[src/rtl/crc7_cmd_pkg.sv]
package crc7_cmd_pkg;

    typedef enum logic [1:0] {
        ST_ACCUM = 2'd0,
        ST_HOLD  = 2'd1,
        ST_SHIFT = 2'd2
    } crc_state_e;

    typedef enum logic [1:0] {
        OP_KEEP  = 2'd0,
        OP_CLEAR = 2'd1,
        OP_FEED  = 2'd2,
        OP_DRAIN = 2'd3
    } crc_op_e;

endpackage

[src/rtl/crc7_lfsr.sv]
module crc7_lfsr
    import crc7_cmd_pkg::*;
#(
    parameter int               W    = 7,
    parameter logic [W-1:0]     POLY = 7'h09
) (
    input  logic          clk,
    input  logic          rst_n,
    input  crc_op_e       op,
    input  logic          din,
    output logic [W-1:0]  crc_q,
    output logic [W-1:0]  crc_d
);

    logic fb;

    assign fb = din ^ crc_q[W-1];

    always_comb begin
        crc_d = crc_q;
        unique case (op)
            OP_KEEP:  crc_d = crc_q;
            OP_CLEAR: crc_d = '0;
            OP_FEED:  crc_d = {crc_q[W-2:0], 1'b0} ^ (fb ? POLY : '0);
            OP_DRAIN: crc_d = {crc_q[W-2:0], 1'b0};
        endcase
    end

    always_ff @(posedge clk or negedge rst_n) begin
        if (!rst_n) crc_q <= '0;
        else        crc_q <= crc_d;
    end

    // a clear leaves a zero remainder
    p_clear_zero_r2: assert property (@(posedge clk) disable iff (!rst_n)
        (op == OP_CLEAR) |=> (crc_q == '0));

    // draining fills the low bit with zero
    p_drain_fill_r9: assert property (@(posedge clk) disable iff (!rst_n)
        (op == OP_DRAIN) |=> (crc_q[0] == 1'b0));

endmodule

[src/rtl/crc7_ctrl.sv]
module crc7_ctrl
    import crc7_cmd_pkg::*;
#(
    parameter int W         = 7,
    parameter int SHORT_LEN = 40,
    parameter int LONG_LEN  = 120
) (
    input  logic        clk,
    input  logic        rst_n,
    input  logic        clr,
    input  logic        vld,
    input  logic        long_mode,
    input  logic        sh_en,
    output crc_op_e     op,
    output logic        last,
    output crc_state_e  state_o
);

    localparam int CNT_W = $clog2(LONG_LEN + 1);
    localparam int SH_W  = $clog2(W + 1);
    localparam logic [CNT_W-1:0] SHORT_LAST = CNT_W'(SHORT_LEN - 1);
    localparam logic [CNT_W-1:0] LONG_LAST  = CNT_W'(LONG_LEN - 1);
    localparam logic [SH_W-1:0]  SH_LAST    = SH_W'(W - 1);

    crc_state_e       state_q, state_d;
    logic [CNT_W-1:0] cnt_q, cnt_d;
    logic [SH_W-1:0]  sh_q, sh_d;
    logic [CNT_W-1:0] limit;

    assign limit   = long_mode ? LONG_LAST : SHORT_LAST;
    assign state_o = state_q;

    // state register
    always_ff @(posedge clk or negedge rst_n) begin
        if (!rst_n) begin
            state_q <= ST_ACCUM;
            cnt_q   <= '0;
            sh_q    <= '0;
        end else begin
            state_q <= state_d;
            cnt_q   <= cnt_d;
            sh_q    <= sh_d;
        end
    end

    // next state and outputs
    always_comb begin
        state_d = state_q;
        cnt_d   = cnt_q;
        sh_d    = sh_q;
        op      = OP_KEEP;
        last    = 1'b0;
        if (clr) begin
            // ANY_TO_ACCUM
            state_d = ST_ACCUM;
            cnt_d   = '0;
            sh_d    = '0;
            op      = OP_CLEAR;
        end else begin
            unique case (state_q)
                ST_ACCUM: begin
                    if (vld) begin
                        op = OP_FEED;
                        if (cnt_q >= limit) begin
                            // ACCUM_TO_HOLD
                            last    = 1'b1;
                            state_d = ST_HOLD;
                            cnt_d   = '0;
                        end else begin
                            cnt_d = cnt_q + 1'b1;
                        end
                    end
                end
                ST_HOLD: begin
                    if (sh_en) begin
                        // HOLD_TO_SHIFT
                        op      = OP_DRAIN;
                        state_d = ST_SHIFT;
                        sh_d    = SH_W'(1);
                    end
                end
                ST_SHIFT: begin
                    if (sh_en) begin
                        op = OP_DRAIN;
                        if (sh_q == SH_LAST) begin
                            // SHIFT_TO_ACCUM
                            state_d = ST_ACCUM;
                            sh_d    = '0;
                        end else begin
                            sh_d = sh_q + 1'b1;
                        end
                    end
                end
                default: begin
                    state_d = ST_ACCUM;
                    cnt_d   = '0;
                    sh_d    = '0;
                end
            endcase
        end
    end

    // the bit count never passes the longest string
    p_cnt_bound_r4: assert property (@(posedge clk) disable iff (!rst_n)
        cnt_q <= LONG_LAST);

    // the drain counter is idle outside ST_SHIFT
    p_drain_idle_r9: assert property (@(posedge clk) disable iff (!rst_n)
        (state_q != ST_SHIFT) |-> (sh_q == '0));

    // a clear returns the sequencer to accumulation with zero count
    p_clear_state_r2: assert property (@(posedge clk) disable iff (!rst_n)
        clr |=> (state_q == ST_ACCUM && cnt_q == '0));

    // the count only moves in ST_ACCUM
    p_cnt_hold_r8: assert property (@(posedge clk) disable iff (!rst_n)
        (state_q != ST_ACCUM) |-> (cnt_q == '0));

endmodule

[src/rtl/cmdline_crc7.sv]
module cmdline_crc7
    import crc7_cmd_pkg::*;
#(
    parameter int               CRC_W     = 7,
    parameter logic [CRC_W-1:0] POLY      = 7'h09,
    parameter int               SHORT_LEN = 40,
    parameter int               LONG_LEN  = 120
) (
    input  logic             clk,
    input  logic             rst_n,
    input  logic             clr_i,
    input  logic             bit_vld_i,
    input  logic             bit_i,
    input  logic             long_mode_i,
    input  logic             chk_en_i,
    input  logic [CRC_W-1:0] rx_crc_i,
    input  logic             sh_en_i,
    output logic [CRC_W-1:0] rem_o,
    output logic             tx_bit_o,
    output logic             done_o,
    output logic             mismatch_o
);

    crc_op_e          op;
    logic             last;
    crc_state_e       state;
    logic [CRC_W-1:0] crc_next;
    logic             done_q, mism_q;

    crc7_ctrl #(
        .W         (CRC_W),
        .SHORT_LEN (SHORT_LEN),
        .LONG_LEN  (LONG_LEN)
    ) u_ctrl (
        .clk       (clk),
        .rst_n     (rst_n),
        .clr       (clr_i),
        .vld       (bit_vld_i),
        .long_mode (long_mode_i),
        .sh_en     (sh_en_i),
        .op        (op),
        .last      (last),
        .state_o   (state)
    );

    crc7_lfsr #(
        .W    (CRC_W),
        .POLY (POLY)
    ) u_lfsr (
        .clk   (clk),
        .rst_n (rst_n),
        .op    (op),
        .din   (bit_i),
        .crc_q (rem_o),
        .crc_d (crc_next)
    );

    always_ff @(posedge clk or negedge rst_n) begin
        if (!rst_n) begin
            done_q <= 1'b0;
            mism_q <= 1'b0;
        end else begin
            done_q <= last;
            mism_q <= last && chk_en_i && (crc_next != rx_crc_i);
        end
    end

    assign done_o     = done_q;
    assign mismatch_o = mism_q;
    assign tx_bit_o   = rem_o[CRC_W-1];

    // completion is a single-cycle pulse
    p_done_pulse_r5: assert property (@(posedge clk) disable iff (!rst_n)
        done_o |=> !done_o);

    // a mismatch only appears with completion
    p_mism_with_done_r6: assert property (@(posedge clk) disable iff (!rst_n)
        mismatch_o |-> done_o);

    // mismatch reflects the finished remainder against the sampled code
    p_mism_value_r6: assert property (@(posedge clk) disable iff (!rst_n)
        (done_o && $past(chk_en_i)) |-> (mismatch_o == (rem_o != $past(rx_crc_i))));

    // checking disabled never flags
    p_no_check_r7: assert property (@(posedge clk) disable iff (!rst_n)
        (done_o && !$past(chk_en_i)) |-> !mismatch_o);

    // held remainder ignores data bits
    p_hold_ignores_r8: assert property (@(posedge clk) disable iff (!rst_n)
        (state == ST_HOLD && !clr_i && !sh_en_i) |=> $stable(rem_o));

endmodule

[config.mk]
export PLATFORM = sky130hd
export DESIGN_NAME = cmdline_crc7
export DESIGN_NICKNAME = d
export VERILOG_FILES = /design/src/rtl/crc7_cmd_pkg.sv /design/src/rtl/crc7_lfsr.sv /design/src/rtl/crc7_ctrl.sv /design/src/rtl/cmdline_crc7.sv
export SDC_FILE = /design/constraint.sdc
export NUM_CORES = 1
export LEC_CHECK = 0
export ABC_AREA = 1
export BUFFER_PORTS_ARGS = -buffer_cell sky130_fd_sc_hd__buf_2
export CORE_UTILIZATION = 40
export DETAILED_ROUTE_END_ITERATION = 16
export PLACE_DENSITY = 0.74
export SLEW_MARGIN = 25
export SYNTH_ARGS = -nofsm -noshare
export SYNTH_HDL_FRONTEND = slang
export SYNTH_SLANG_ARGS = --single-unit
export TNS_END_PERCENT = 50
[constraint.sdc]
create_clock -name clk -period 1.7 [get_ports clk]
set_input_delay 0.085 -clock clk [delete_from_list [all_inputs] [get_ports clk]]
set_output_delay 0.085 -clock clk [all_outputs]
set_load 0.01 [all_outputs]
== Word level (Yosys, flattened, before mapping) ==
Cells that the tools add are included.
W data, S select, Z words.

* Bits in registers: 21
* Logic and storage cells: 60
* Output and inout bits: 10
* Input bits: 15

* Add/sub/neg operators: 2
* Order comparisons: 1
* Equal/unequal tests: 14
* Muxes and demuxes: 27
* Reductions and logical operators: 8
* Bitwise operators: 2

{| class="wikitable"
|+ Operators with widths
! kind !! number
|-
| $mux W7 || 4
|-
| $pmux W7 S4 || 1
|-
| $mux W2 || 9
|-
| $pmux W7 S2 || 1
|-
| $mux W3 || 4
|-
| $ne A3 B3 Y1 const B || 3
|-
| $pmux W3 S3 || 1
|-
| $add A7 B1 Y7 const B || 1
|-
| $ge A7 B7 Y1 || 1
|-
| $ne A7 B7 Y1 || 1
|-
| $xor A7 B7 Y7 || 1
|-
| $eq A2 B2 Y1 const B || 3
|-
| $ne A3 B2 Y1 const B || 2
|-
| $pmux W2 S3 || 1
|-
| $reduce_and A5 Y1 || 1
|-
| $eq A2 B1 Y1 const B || 2
|-
| $logic_not A2 Y1 || 2
|-
| $mux W1 || 4
|-
| $mux W4 || 1
|-
| $pmux W2 S2 || 1
|-
| $add A3 B1 Y3 const B || 1
|-
| $eq A3 B3 Y1 const B || 1
|-
| $reduce_and A3 Y1 || 1
|-
| $logic_and A1 B1 Y1 || 2
|-
| 5 further kinds || 5
|}

== Logic depth before layout (Yosys ltp) ==
* Depth after elaboration: 8
* Depth in mapped cells: 14
* Mapped depth without buffers: 14

== Hierarchy ==
From an unflattened synthesis, not the netlist that was laid out.

* Cells, all modules: 204
* Area, all modules: 1417.6 um^2

{| class="wikitable"
|+ By module, submodules not included
! module !! sequential area each (um^2) !! cells an instance !! times used !! area each (um^2)
|-
| crc7_ctrl || 300.3 || 129 || 1 || 889.6
|-
| crc7_lfsr || 175.2 || 35 || 1 || 325.3
|-
| cmdline_crc7 || 50.0 || 40 || 1 || 202.7
|}

== Least setup slack after synthesis ==
Ideal clock, no wire load.

* Path kind: register -> register
* Start point: reg u_ctrl.state_q[0] (netlist: u_ctrl.state_o[0])
* End point: reg mism_q (netlist: mismatch_o)
* Clock period less this slack: 1.739 ns
* Buffers on the path: 0
* Required time: 1.584 ns
* Data arrival time: 1.623 ns
* Slack: -0.039 ns
* Cell stages (with the launch flop): 15
* Library setup time: 0.116 ns
* Cells stage by stage: dfrtp_1 -> inv_1 -> ha_1 -> nand2_1 -> nand2_1 -> nand2_2 -> inv_2 -> nand2_1 -> nand2_2 -> nand2_1 -> nand2_1 -> nor2_1 -> nand2_1 -> nor2_1 -> nor2_1

* Longest elaborated chain between the ends: 8
* Elaborated cells between the ends (all ways): 16
* Classes of those cells: eq/ne: 6; mux: 5; reduce/logical: 5

{| class="wikitable"
|+ RTL lines
! element !! line !! source
|-
| start, declared || crc7_ctrl.sv:25 || <nowiki>crc_state_e state_q, state_d;</nowiki>
|-
| start signal, assigned || crc7_ctrl.sv:40 || <nowiki>state_q <= state_d;</nowiki>
|-
| $eq A2 B1 Y1 / $eq A2 B2 Y1 (equally long branches) || crc7_ctrl.sv:60 || <nowiki>unique case (state_q)</nowiki>
|-
| $reduce_or A2 Y1 (no line) || n/a ||
|-
| $pmux W2 S2 (*) || crc7_ctrl.sv:60 ||
|-
| $mux W2 (*) || crc7_ctrl.sv:53 || <nowiki>if (clr) begin</nowiki>
|-
| $eq A2 B2 Y1, or another cell as far along || crc7_lfsr.sv:21 || <nowiki>unique case (op)</nowiki>
|-
| $pmux W7 S4 (*) || crc7_lfsr.sv:21 ||
|-
| via crc_next[4] || cmdline_crc7.sv:27 || <nowiki>logic [CRC_W-1:0] crc_next;</nowiki>
|-
| $ne A7 B7 Y1 (*) || cmdline_crc7.sv:64 || <nowiki>mism_q <= last && chk_en_i && (crc_next != rx_crc_i);</nowiki>
|-
| $logic_and A1 B1 Y1 (*) || cmdline_crc7.sv:64 ||
|-
| end signal, assigned || cmdline_crc7.sv:64 ||
|-
| end, declared || cmdline_crc7.sv:28 || <nowiki>logic done_q, mism_q;</nowiki>
|}

The timed path passes the listed nets; every way through them passes the cells marked *.
A chain may end at the register's enable or synchronous reset.

== Worst setup path after layout ==
Ends and elaborated chain as after synthesis.

==> impl_metrics.prom <==
# TYPE chip_impl_metric gauge
chip_impl_metric{name="clk_transition_reported_paths",unit="ps"} 130
chip_impl_info{name="worst_path_dominant_cell_family",value="simple AND/OR/NAND/NOR gates"} 1
chip_impl_metric{name="num_antenna_cells",unit=""} 0
chip_impl_metric{name="worst-path-stages",unit=""} 13
chip_impl_metric{name="leakage",unit="nW"} 0.968
chip_impl_info{name="violations",value="setup timing"} 1
chip_impl_metric{name="post_synthesis_cells",unit=""} 186
chip_impl_metric{name="i_o_pin_count",unit=""} 25
chip_impl_metric{name="power.combinational.fraction",unit="%"} 19.4
chip_impl_info{name="timing.critical_path.from_type",value="flip-flop"} 1
chip_impl_metric{name="skew",unit="ps"} 8.21
chip_impl_metric{name="final_report_setup_violation_count",unit=""} 1
chip_impl_info{name="cp_slowest_cell",value="dfrtp_1"} 1
chip_impl_metric{name="drtIter0Drc",unit=""} 33
chip_impl_metric{name="power.sequential.fraction",unit="%"} 54.9
chip_impl_metric{name="layout.cell_area.non_filler",unit="mm2"} 0.00183
chip_impl_metric{name="tritoncts.num_buffers",unit=""} 3
chip_impl_metric{name="synth_sequential_area_ratio",unit="%"} 39.5
chip_impl_metric{name="first_global_vias",unit=""} 1151
chip_impl_info{name="most_common_flop_cell_mapped_by_yosys",value="dfrtp_1"} 1
chip_impl_metric{name="postRouteAntennaNets",unit=""} 0
chip_impl_metric{name="post_synth_num_cell_types",unit=""} 25
chip_impl_metric{name="power.net_switching",unit="mW"} 0.289
chip_impl_metric{name="dp.cells",unit=""} 265
chip_impl_metric{name="floorplan.die_area",unit="mm2"} 0.00356
chip_impl_metric{name="multi_input_area",unit="um2"} 818
chip_impl_metric{name="areaGrowthSynthToFinish",unit="%"} 37.1
chip_impl_metric{name="routed_via_density",unit=""} 4.66
chip_impl_metric{name="sink_count_of_the_clock_tree",unit=""} 21
chip_impl_metric{name="synthesis.area",unit="mm2"} 0.00133
chip_impl_info{name="tritoncts",value="done"} 1
chip_impl_metric{name="setup_ws",unit="ps"} -32.3
chip_impl_metric{name="worst_hold_path.num_cells",unit=""} 4
chip_impl_metric{name="dpl_cell_area",unit="mm2"} 0.00160
chip_impl_info{name="cts_root_buffer",value="clkbuf_4"} 1
chip_impl_metric{name="power_per_cell_area",unit="mW/mm2"} 534
chip_impl_metric{name="worst_r2r_path_depth",unit=""} 13
chip_impl_metric{name="power_frac_clock",unit="%"} 25.7
chip_impl_metric{name="fmax",unit="GHz"} 0.577
chip_impl_metric{name="fin_cells",unit=""} 277
chip_impl_metric{name="place.port_buffers",unit=""} 24
chip_impl_metric{name="num-nets-final",unit=""} 256
chip_impl_info{name="worst_hold_path_type",value="input port to flip-flop"} 1
chip_impl_metric{name="htreeDepth",unit=""} 1
chip_impl_metric{name="grt_max_degree",unit=""} 22
chip_impl_metric{name="starting_density",unit="%"} 42.9
chip_impl_info{name="setup.worst_path.end_class",value="flip-flop"} 1
chip_impl_info{name="grt_most_used_layer",value="met2"} 1
chip_impl_metric{name="final.min_clock_period",unit="ps"} 1730
chip_impl_metric{name="finalHoldViolations",unit=""} 0
chip_impl_metric{name="p_int",unit="mW"} 0.686
chip_impl_metric{name="fin_worst_hold_slack",unit="ps"} 169
chip_impl_metric{name="ir_worst_vdd",unit="uV"} 520
chip_impl_metric{name="route.vias.total",unit=""} 1290
chip_impl_metric{name="grtUsageMet2",unit="%"} 27.6
chip_impl_metric{name="fp.dieW",unit="um"} 59.7
chip_impl_metric{name="grt_antenna_before_repair",unit=""} 0
chip_impl_metric{name="max-clock-path-buffers",unit=""} 2
chip_impl_metric{name="fillerInstances",unit=""} 297
chip_impl_metric{name="gp_congestion",unit=""} 0.791
chip_impl_metric{name="synthesis.nets",unit=""} 208
chip_impl_metric{name="yosys_warnings",unit=""} 0
chip_impl_metric{name="pin_slew_with_the_least_headroom_to_its_limit",unit="ps"} 488
chip_impl_metric{name="sw_frac_of_total",unit="%"} 29.6
chip_impl_metric{name="worst_ep_arrival_time",unit="ps"} 1960
chip_impl_metric{name="core_region_area",unit="mm2"} 0.00310
chip_impl_metric{name="met1_usage",unit="%"} 25.3
chip_impl_metric{name="worst-path-buf-inv",unit=""} 2
chip_impl_metric{name="overall_track_demand_over_capacity_in_global_routing",unit="%"} 18.1
chip_impl_metric{name="postLayoutCoreUtil",unit="%"} 58.8
chip_impl_metric{name="detail_route.drc_violations",unit=""} 0
chip_impl_info{name="critical_path_cell_by_cell",value="inv_2, ha_4, nand2_4, nand2_4, clkinvlp_4, nand3_2, nand2_2, nand2_1, nand2_1, nor2_1, nand2_1, nor2_1, nor2_1"} 1
chip_impl_metric{name="critical_path_maximum_fanout",unit=""} 6
chip_impl_metric{name="maxCapViolCount",unit=""} 0
chip_impl_metric{name="route.final.wire_length",unit="um"} 3020
chip_impl_metric{name="std_cell_rows",unit=""} 20
chip_impl_info{name="worstSetupPathType",value="flip-flop to flip-flop"} 1
chip_impl_metric{name="globalRouteMet3Util",unit="%"} 4.98
chip_impl_metric{name="grt_pass1_wl",unit="um"} 4880
chip_impl_metric{name="clk-insertion-delay-late",unit="ps"} 310
chip_impl_metric{name="synth-edff-count",unit=""} 0
chip_impl_info{name="outcome",value="finished, violations left"} 1
chip_impl_metric{name="design_power_total",unit="mW"} 0.975
chip_impl_metric{name="final_max_slew_viol_count",unit=""} 0
chip_impl_metric{name="place.detailed.hpwl",unit="um"} 2070
chip_impl_metric{name="critical_path.max_stage_delay",unit="ps"} 400
chip_impl_metric{name="overflow",unit=""} 0
chip_impl_metric{name="cp.required",unit="ps"} 1920
chip_impl_metric{name="final-seq-area",unit="um2"} 526
chip_impl_metric{name="chipHeight",unit="um"} 59.7
chip_impl_metric{name="postSynthRegisterBits",unit=""} 21
chip_impl_metric{name="worst_max_slew_margin_expressed_relative_to_the_limit",unit="%"} 67.5
chip_impl_metric{name="dr.pass1.iters",unit=""} 4
chip_impl_info{name="grt_setup_unrepaired",value="true"} 1
chip_impl_metric{name="syn_avg_cell_area",unit="um2"} 7.16
chip_impl_metric{name="drt-wirelength-per-cell",unit="um"} 10.9
chip_impl_metric{name="layout-drive-gt1-share",unit="%"} 34.8
chip_impl_metric{name="post-route-period-util",unit="%"} 102
chip_impl_metric{name="synthArstFlopShare",unit="%"} 100
## stage by stage
step / worst slack, ps / setup TNS [ps]
6_report: -32.3 / -32.3
2_1_floorplan: 9.37 / 0
4_1_cts: -6.10 / -6.10
3_5_place_dp: -158 / -158
3_3_place_gp: -111 / -111
5_1_grt: -179 / -507
## cell type report
| type | count | share of cell area (%) |
|---|---|---|
| Timing Repair inverter | 1 | 0.411 |
| Clock inverter | 1 | 0.274 |
| Timing Repair Buffer | 43 | 15.5 |
| Tap cell | 44 | 3.02 |
| Multi-Input combinational cell | 137 | 44.8 |
| Inverter | 27 | 5.96 |
| Sequential cell | 21 | 28.8 |
| Clock buffer | 3 | 1.23 |
## synthesized netlist by cell type, types with 2 or more instances
cell / number / share of area, %
xor2_1: 2 / 1.3
inv_1: 24 / 6.8
nand2_1: 53 / 15
ha_1: 7 / 6.6
nor2_1: 22 / 6.2
a21oi_1: 3 / 1.1
nor3_1: 3 / 1.1
nand2_2: 6 / 2.8
nand3_1: 24 / 9.0
nand3b_1: 2 / 1.1
o21ai_0: 3 / 1.1
dfrtp_1: 21 / 39
xnor2_1: 2 / 1.3
inv_2: 3 / 0.85
## cells by family after synthesis
family	synth area share, %
AND/OR/NAND/NOR	36.7
flip-flops	39.5
adder cells (fa/ha/maj)	6.58
buffers and inverters	9.02
AO/OA/AOI/OAI	5.64
XOR/XNOR	2.63
## placed cells by master (no fill, tap or decap), drive strengths merged, types with 3 or more instances in the layout
cell type	n
a21oi	3
buf	41
clkbuf	3
dfrtp	21
ha	7
inv	27
nand2	60
nand3	24
nor2	22
nor3	3
o21ai	3
## worst paths after layout
check                                   from                end  slack (ps)
max in group asynchronous              rst_n    u_lfsr.crc_q[0]        1120
hold / removal                         clr_i  u_ctrl.state_o[1]         170
setup reg to reg           u_ctrl.state_o[0]         mismatch_o         -30
hold reg to reg              u_ctrl.cnt_q[1]    u_ctrl.cnt_q[1]         540
setup / recovery           u_ctrl.state_o[0]         mismatch_o         -30
min in group asynchronous              rst_n    u_ctrl.cnt_q[2]         250
## worst register-to-register path: stages, from the launching register on
cell	delay, ps
dfrtp_1	400
inv_2	70
ha_4	280
nand2_4	60
nand2_4	90
clkinvlp_4	170
nand3_2	140
nand2_2	60
nand2_1	50
nand2_1	40
nor2_1	80
nand2_1	50
nor2_1	110
nor2_1	50
## sequential cells by signal, indices dropped and copies added, names as in the netlist
name            count
u_ctrl.sh_q         3
done_o              1
mismatch_o          1
u_ctrl.state_o      2
u_lfsr.crc_q        7
u_ctrl.cnt_q        7
## power by group through the flow
stage	Clock [mW]	Combinational (mW)	Sequential [mW]
2_1_floorplan	0	0.0896	0.544
3_3_place_gp	0	0.149	0.545
3_5_place_dp	0	0.149	0.545
4_1_cts	0.263	0.172	0.535
5_1_grt	0.285	0.215	0.539
6_report	0.251	0.189	0.535
## timing repair
item | 4_1_cts | 5_1_grt
hold buffers | 2 | 0
resized for setup | 22 | 16
setup endpoints to repair | 2 | 13
pin swaps | 13 | 6
endpoints found under the hold margin | 22 | 0
cloned | 2 | 0
setup buffers | 3 | 2
## metal layers
metal | share of wire (%) | up-vias | routed length, um
met5 | 0 | - | 0
met4 | 0.83 | 0 | 25
met3 | 3.9 | 2 | 119
met2 | 47 | 29 | 1430
met1 | 48 | 573 | 1450
li1 | - | 686 | -
(Power assumes the default switching activity.)
